==> src/rtl/bus_retry_pkg.sv <==
package bus_retry_pkg;

    typedef enum logic [1:0] {
        RSP_NONE  = 2'd0,
        RSP_RETRY = 2'd1,
        RSP_OK    = 2'd2,
        RSP_ABORT = 2'd3
    } resp_e;

    localparam int unsigned DEFAULT_LIMIT = 16;

endpackage

==> src/rtl/bus_retry_match.sv <==
module bus_retry_match #(
    parameter int unsigned AW = 8
) (
    input  logic          pend_valid,
    input  logic [AW-1:0] pend_addr,
    input  logic          pend_write,
    input  logic [AW-1:0] req_addr,
    input  logic          req_write,
    output logic          same_access
);
    always_comb begin
        same_access = pend_valid && (pend_addr == req_addr) && (pend_write == req_write);
    end
endmodule

==> src/rtl/bus_retry_abort_flag.sv <==
module bus_retry_abort_flag (
    input  logic clk,
    input  logic rst_n,
    input  logic set_i,
    input  logic clr_i,
    output logic flag_o,
    output logic irq_o
);
    typedef struct packed {
        logic flag;
        logic irq;
    } flag_t;

    flag_t st_d, st_q;

    always_comb begin
        st_d      = st_q;
        st_d.irq  = set_i && !st_q.flag;
        if (set_i) begin
            st_d.flag = 1'b1;
        end else if (clr_i) begin
            st_d.flag = 1'b0;
        end
    end

    always_ff @(posedge clk) begin
        if (!rst_n) begin
            st_q <= '0;
        end else begin
            st_q <= st_d;
        end
    end

    assign flag_o = st_q.flag;
    assign irq_o  = st_q.irq;
endmodule

==> src/rtl/bus_retry_guard.sv <==
module bus_retry_guard
    import bus_retry_pkg::*;
#(
    parameter int unsigned AW        = 8,
    parameter int unsigned CW        = 8,
    parameter int unsigned RST_LIMIT = DEFAULT_LIMIT
) (
    input  logic          clk,
    input  logic          rst_n,
    input  logic          req_valid,
    input  logic [AW-1:0] req_addr,
    input  logic          req_write,
    input  logic          local_ready,
    input  logic          cfg_limit_we,
    input  logic [CW-1:0] cfg_limit,
    input  logic          stat_clr,
    output logic          resp_retry,
    output logic          resp_ok,
    output logic          resp_abort,
    output logic [CW-1:0] retry_count,
    output logic [CW-1:0] retry_limit,
    output logic          abort_sticky,
    output logic          abort_irq
);
    localparam logic [CW-1:0] LIMIT_INIT = CW'(RST_LIMIT);
    localparam logic [CW-1:0] ONE        = CW'(1);

    typedef struct packed {
        logic          pend_valid;
        logic [AW-1:0] pend_addr;
        logic          pend_write;
        logic [CW-1:0] count;
        logic [CW-1:0] limit;
        resp_e         resp;
    } guard_t;

    guard_t st_d, st_q;
    logic          same_access;
    logic [CW-1:0] base_count;
    logic          abort_now;

    bus_retry_match #(.AW(AW)) u_match (
        .pend_valid  (st_q.pend_valid),
        .pend_addr   (st_q.pend_addr),
        .pend_write  (st_q.pend_write),
        .req_addr    (req_addr),
        .req_write   (req_write),
        .same_access (same_access)
    );

    always_comb begin
        st_d       = st_q;
        st_d.resp  = RSP_NONE;
        base_count = same_access ? st_q.count : '0;
        abort_now  = 1'b0;

        if (cfg_limit_we) begin
            st_d.limit = cfg_limit;
        end

        if (req_valid) begin
            if (local_ready) begin
                st_d.resp       = RSP_OK;
                st_d.pend_valid = 1'b0;
                st_d.count      = '0;
            end else if (base_count >= st_q.limit) begin
                st_d.resp       = RSP_ABORT;
                st_d.pend_valid = 1'b0;
                st_d.count      = '0;
                abort_now       = 1'b1;
            end else begin
                st_d.resp       = RSP_RETRY;
                st_d.pend_valid = 1'b1;
                st_d.pend_addr  = req_addr;
                st_d.pend_write = req_write;
                st_d.count      = base_count + ONE;
            end
        end
    end

    always_ff @(posedge clk) begin
        if (!rst_n) begin
            st_q       <= '0;
            st_q.limit <= LIMIT_INIT;
        end else begin
            st_q <= st_d;
        end
    end

    bus_retry_abort_flag u_flag (
        .clk    (clk),
        .rst_n  (rst_n),
        .set_i  (abort_now),
        .clr_i  (stat_clr),
        .flag_o (abort_sticky),
        .irq_o  (abort_irq)
    );

    assign resp_retry  = (st_q.resp == RSP_RETRY);
    assign resp_ok     = (st_q.resp == RSP_OK);
    assign resp_abort  = (st_q.resp == RSP_ABORT);
    assign retry_count = st_q.count;
    assign retry_limit = st_q.limit;
endmodule

==> config.mk <==
export PLATFORM = sky130hd
export DESIGN_NAME = bus_retry_guard
export DESIGN_NICKNAME = d
export VERILOG_FILES = /design/src/rtl/bus_retry_pkg.sv /design/src/rtl/bus_retry_match.sv /design/src/rtl/bus_retry_abort_flag.sv /design/src/rtl/bus_retry_guard.sv
export SDC_FILE = /design/constraint.sdc
export NUM_CORES = 1
export LEC_CHECK = 0
export ABC_AREA = 1
export BUFFER_PORTS_ARGS = -buffer_cell sky130_fd_sc_hd__buf_4
export CAP_MARGIN = 20
export CORE_AREA = 2 2 69 71
export CTS_CLUSTER_DIAMETER = 30
export DETAILED_ROUTE_END_ITERATION = 10
export DIE_AREA = 0 0 71 73
export GPL_TIMING_DRIVEN = 0
export MAX_ROUTING_LAYER = met4
export PLACE_DENSITY = 0.75
export SETUP_SLACK_MARGIN = 0.4
export SLEW_MARGIN = 10
export SYNTH_ARGS = -nofsm -noshare
export SYNTH_HDL_FRONTEND = slang
export SYNTH_HIERARCHICAL = 1
export SYNTH_SLANG_ARGS = --single-unit
==> constraint.sdc <==
create_clock -name clk -period 2.6 [get_ports clk]
set_input_delay 0 -clock clk [delete_from_list [all_inputs] [get_ports clk]]
set_output_delay 0 -clock clk [all_outputs]
set_load 0.01 [all_outputs]
==> results.json <==
{
  "worstMarginPinSlew_ns": 0.412,
  "ioPinCount": 44,
  "portBuffers": 43,
  "switchingPower_mw": 0.306,
  "fmax_mhz": 436,
  "cts_buffers": 5,
  "yosysMostFrequentCell": "nand2_1",
  "synth-main-ff-cell": "dfxtp_1",
  "worstHoldPathType": "in -> reg",
  "p_int_mw": 0.800,
  "ys_types": 26,
  "relSlewSlack_pct": 72.5,
  "layout-drive-gt1-share_pct": 42.6,
  "wl_per_cell_um": 12.7,
  "fin_hold_ws_ns": -0.00151,
  "vias": 2000,
  "critPathMaxStageDelay_ns": 0.34,
  "violations": "negative hold slack",
  "synth-seq-area-share_pct": 31.3,
  "power.density_nw_per_um2": 389,
  "ff2ff_setup_slack_ns": 0.31,
  "cp.arrival_ns": 2.46,
  "antenna_found_initial": 0,
  "ys_top_cells_by_count": "nand2_1, inv_1, dfxtp_1, nor2_1, a21oi_1",
  "seq_power_share_pct": 44.5,
  "hpwl_um": 3070,
  "finalHoldViolations": 1,
  "r2r_end": "st_q[19]$_SDFFE_PN0P_",
  "grt_pass1_wl_um": 8270,
  "ys_seq_elements": 30,
  "final_net_count": 381,
  "gp_congestion": 0.803,
  "pwr-share-clk_pct": 35.9,
  "setup_violations": 0,
  "multi_input_area_um2": 1200,
  "critical_path_buf_inv_count": 5,
  "die_height_um": 73,
  "clk_pin_slew_ns": 0.07,
  "outcome": "finished with violations",
  "grt_max_degree": 12,
  "netlist_instances": 277,
  "num_rows": 25,
  "critical_path_class": "reg -> reg",
  "r2r_cells": 19,
  "comb_power_share_pct": 19.6,
  "htree_num_levels": 2,
  "cts-root-buf": "clkbuf_8",
  "fillCellCount": 362,
  "drv_cap": 0,
  "die-width_um": 71,
  "required_ns": 2.77,
  "startpoint": "st_q[26]$_SDFFE_PN0P_",
  "cts.sinks": 30,
  "ff_latch_area_um2": 607,
  "skew_ns": 0.00593,
  "cts_tree": "yes",
  "ant_nets": 0,
  "core_area_um2": 4540,
  "fp.dieArea_um2": 5180,
  "placed_area_um2": 2310,
  "final_area_um2": 2840,
  "drv_slew": 0,
  "async_reset_ff_share_pct": 0,
  "swShare_pct": 27.6,
  "fin_cells": 404,
  "cp_max_fo": 5,
  "yosys.area.top_type_share_pct": 31.3,
  "grt_pass1_vias": 1833,
  "clk_latency_ns": 0.29,
  "rsz0062_at_grt": "true",
  "yosysWarnings": 6,
  "cp_cell_sequence": "inv_1, nand2_1, nand2_1, nor2_1, nand3_2, nor2_4, buf_8, nand2_2, inv_2, ha_4, nand2_2, inv_2, nand2_1, nand2_1, nand2_2, nand4_4, buf_6, nand2_2, a21oi_1",
  "leakage_nw": 1.43,
  "vdd_drop_max_mv": 0.212,
  "syn-num-nets": 309,
  "placedCellCount": 374,
  "cp-endpoint": "st_q[19]$_SDFFE_PN0P_",
  "synthTopCellsByArea": "dfxtp_1, nand2_1, inv_1",
  "grt-ovfl-total": 0,
  "synth.avg_cell_area_um2": 6.93,
  "cp_slowest_cell": "dfxtp_2",
  "drt_iter0_drc": 125,
  "routed_via_density": 4.95,
  "synth_area_um2": 1920,
  "dr.pass1.iters": 4,
  "synth_edf_count": 0,
  "drc_errors": 0,
  "diodes": 0,
  "crit_cells": 19,
  "critPathCaptureType": "register",
  "worst_r2r_startpoint": "st_q[26]$_SDFFE_PN0P_",
  "syn2layout_area_growth_pct": 48.0,
  "gr-usage-all-layers_pct": 20.8,
  "clk_path_buf_depth": 2,
  "startpoint_type": "register",
  "synth_top_area_cell": "dfxtp_1",
  "drt_wl_total_um": 5110,
  "finalCritPeriodShare_pct": 88.2,
  "initial_core_util_pct": 42.3,
  "fin_setup_tns_ns": 0,
  "critical_path.top_delay_family": "simple AND/OR/NAND/NOR gates",
  "fin_crit_ns": 2.29
}
registers in the layout (all words and copies together) (netlist names):
signal and count:
u_flag/irq_o 1, retry_count 8, st_q 12, u_flag/flag_o 1
retry_limit 8
stage by stage:
step / setup WS [ns] / power (mW) / utilization (%)
after floorplan: 0.488 / 0.597 / -
after global placement: 0.163 / 0.663 / 50.9
after detailed placement: 0.103 / 0.667 / 50.9
after CTS: 0.345 / 1.09 / 60.1
after global routing: 0.152 / 1.15 / 62.6
final: 0.307 / 1.11 / 62.6
final cells by class:
type | instances | area share (%)
clock buffers | 7 | 3.04
repair buffers | 65 | 18.2
plain buffers | 23 | 6.52
inverters | 45 | 6.12
well taps | 54 | 2.38
multi-input cells | 179 | 42.2
clock inverters | 1 | 0.176
flip-flops and latches | 30 | 21.4
worst reg2reg max path: stages (launching register included):
cell	delay [ns]
dfxtp_2	0.34
inv_1	0.04
nand2_1	0.06
nand2_1	0.05
nor2_1	0.14
nand3_2	0.12
nor2_4	0.14
buf_8	0.16
nand2_2	0.07
inv_2	0.09
ha_4	0.21
nand2_2	0.07
inv_2	0.04
nand2_1	0.07
nand2_1	0.08
nand2_2	0.08
nand4_4	0.13
buf_6	0.18
nand2_2	0.05
a21oi_1	0.05
placed cells by master (no fill, tap or decap):
master,n
a21oi_2,1
clkbuf_1,2
o21ai_0,8
nor2_8,1
a21oi_1,23
nand2_2,14
inv_1,34
dlygate4sd3_1,7
nor2_2,2
nand2_4,6
ha_1,1
o21ai_2,1
ha_2,1
a21oi_4,2
nand3_4,1
nand3_1,4
nand2_8,1
buf_2,1
o21ai_1,1
nand2_1,52
clkinv_2,1
buf_8,1
inv_4,2
ha_4,7
dfxtp_1,25
buf_4,72
nand3_2,2
inv_2,8
clkbuf_8,6
clkinv_1,1
o21bai_1,1
dfxtp_2,5
buf_6,6
nor2_1,22
nor2_4,7
a21o_1,1
xor2_1,4
nand4_4,1
nand4_1,15
logic make-up (layout without fill, tap and decap cells):
logic type	count (synthesis)	after routing	share of synthesized area, %
adder cells (fa/ha/maj)	9	9	5.87
AND/OR/NAND/NOR	128	128	32.0
AO/OA/AOI/OAI	38	38	10.8
buffers and inverters	68	141	18.3
flip-flops	30	30	31.3
XOR/XNOR	4	4	1.83
power by group through the flow:
stage / registers [mW] / clock network (mW) / logic [mW]
global placement: 0.500 / 0 / 0.164
detailed placement: 0.500 / 0 / 0.167
global route: 0.494 / 0.422 / 0.238
CTS: 0.491 / 0.400 / 0.201
floorplan: 0.498 / 0 / 0.0996
finish: 0.493 / 0.397 / 0.216
how the worst min path moves through the flow:
stage                     start                    end  slack (ns)  depth (start not counted)
floorplan           local_ready     st_q[0]$_SDFF_PP0_        0.07                          1
finish              req_addr[7]  st_q[26]$_SDFFE_PN0P_      -0.002                          3
CTS                 req_addr[0]  st_q[19]$_SDFFE_PN0P_      0.0003                          3
global route        req_addr[6]  st_q[25]$_SDFFE_PN0P_       0.009                          3
global placement    local_ready     st_q[0]$_SDFF_PP0_        0.20                          2
detailed placement  local_ready     st_q[0]$_SDFF_PP0_        0.20                          2
layer usage:
| metal | GRT usage (%) | wire length (µm) | share of wire, % |
|---|---|---|---|
| met1 | 25.0 | 2120 | 41 |
| met3 | 3.59 | 266 | 5.2 |
| met4 | 6.29 | 80 | 1.6 |
| met2 | 35.6 | 2650 | 52 |
| met5 | - | 0 | 0 |
what timing repair did:
action | CTS | global route
setup endpoints to repair | 21 | 21
hold endpoints to repair | 6 | 0
pin swaps | 13 | 14
gates cloned | 3 | 0
resized for setup | 39 | 31
hold buffers | 7 | 0
setup buffers | 10 | 2
No activity file was read; power rests on OpenSTA's default activity.
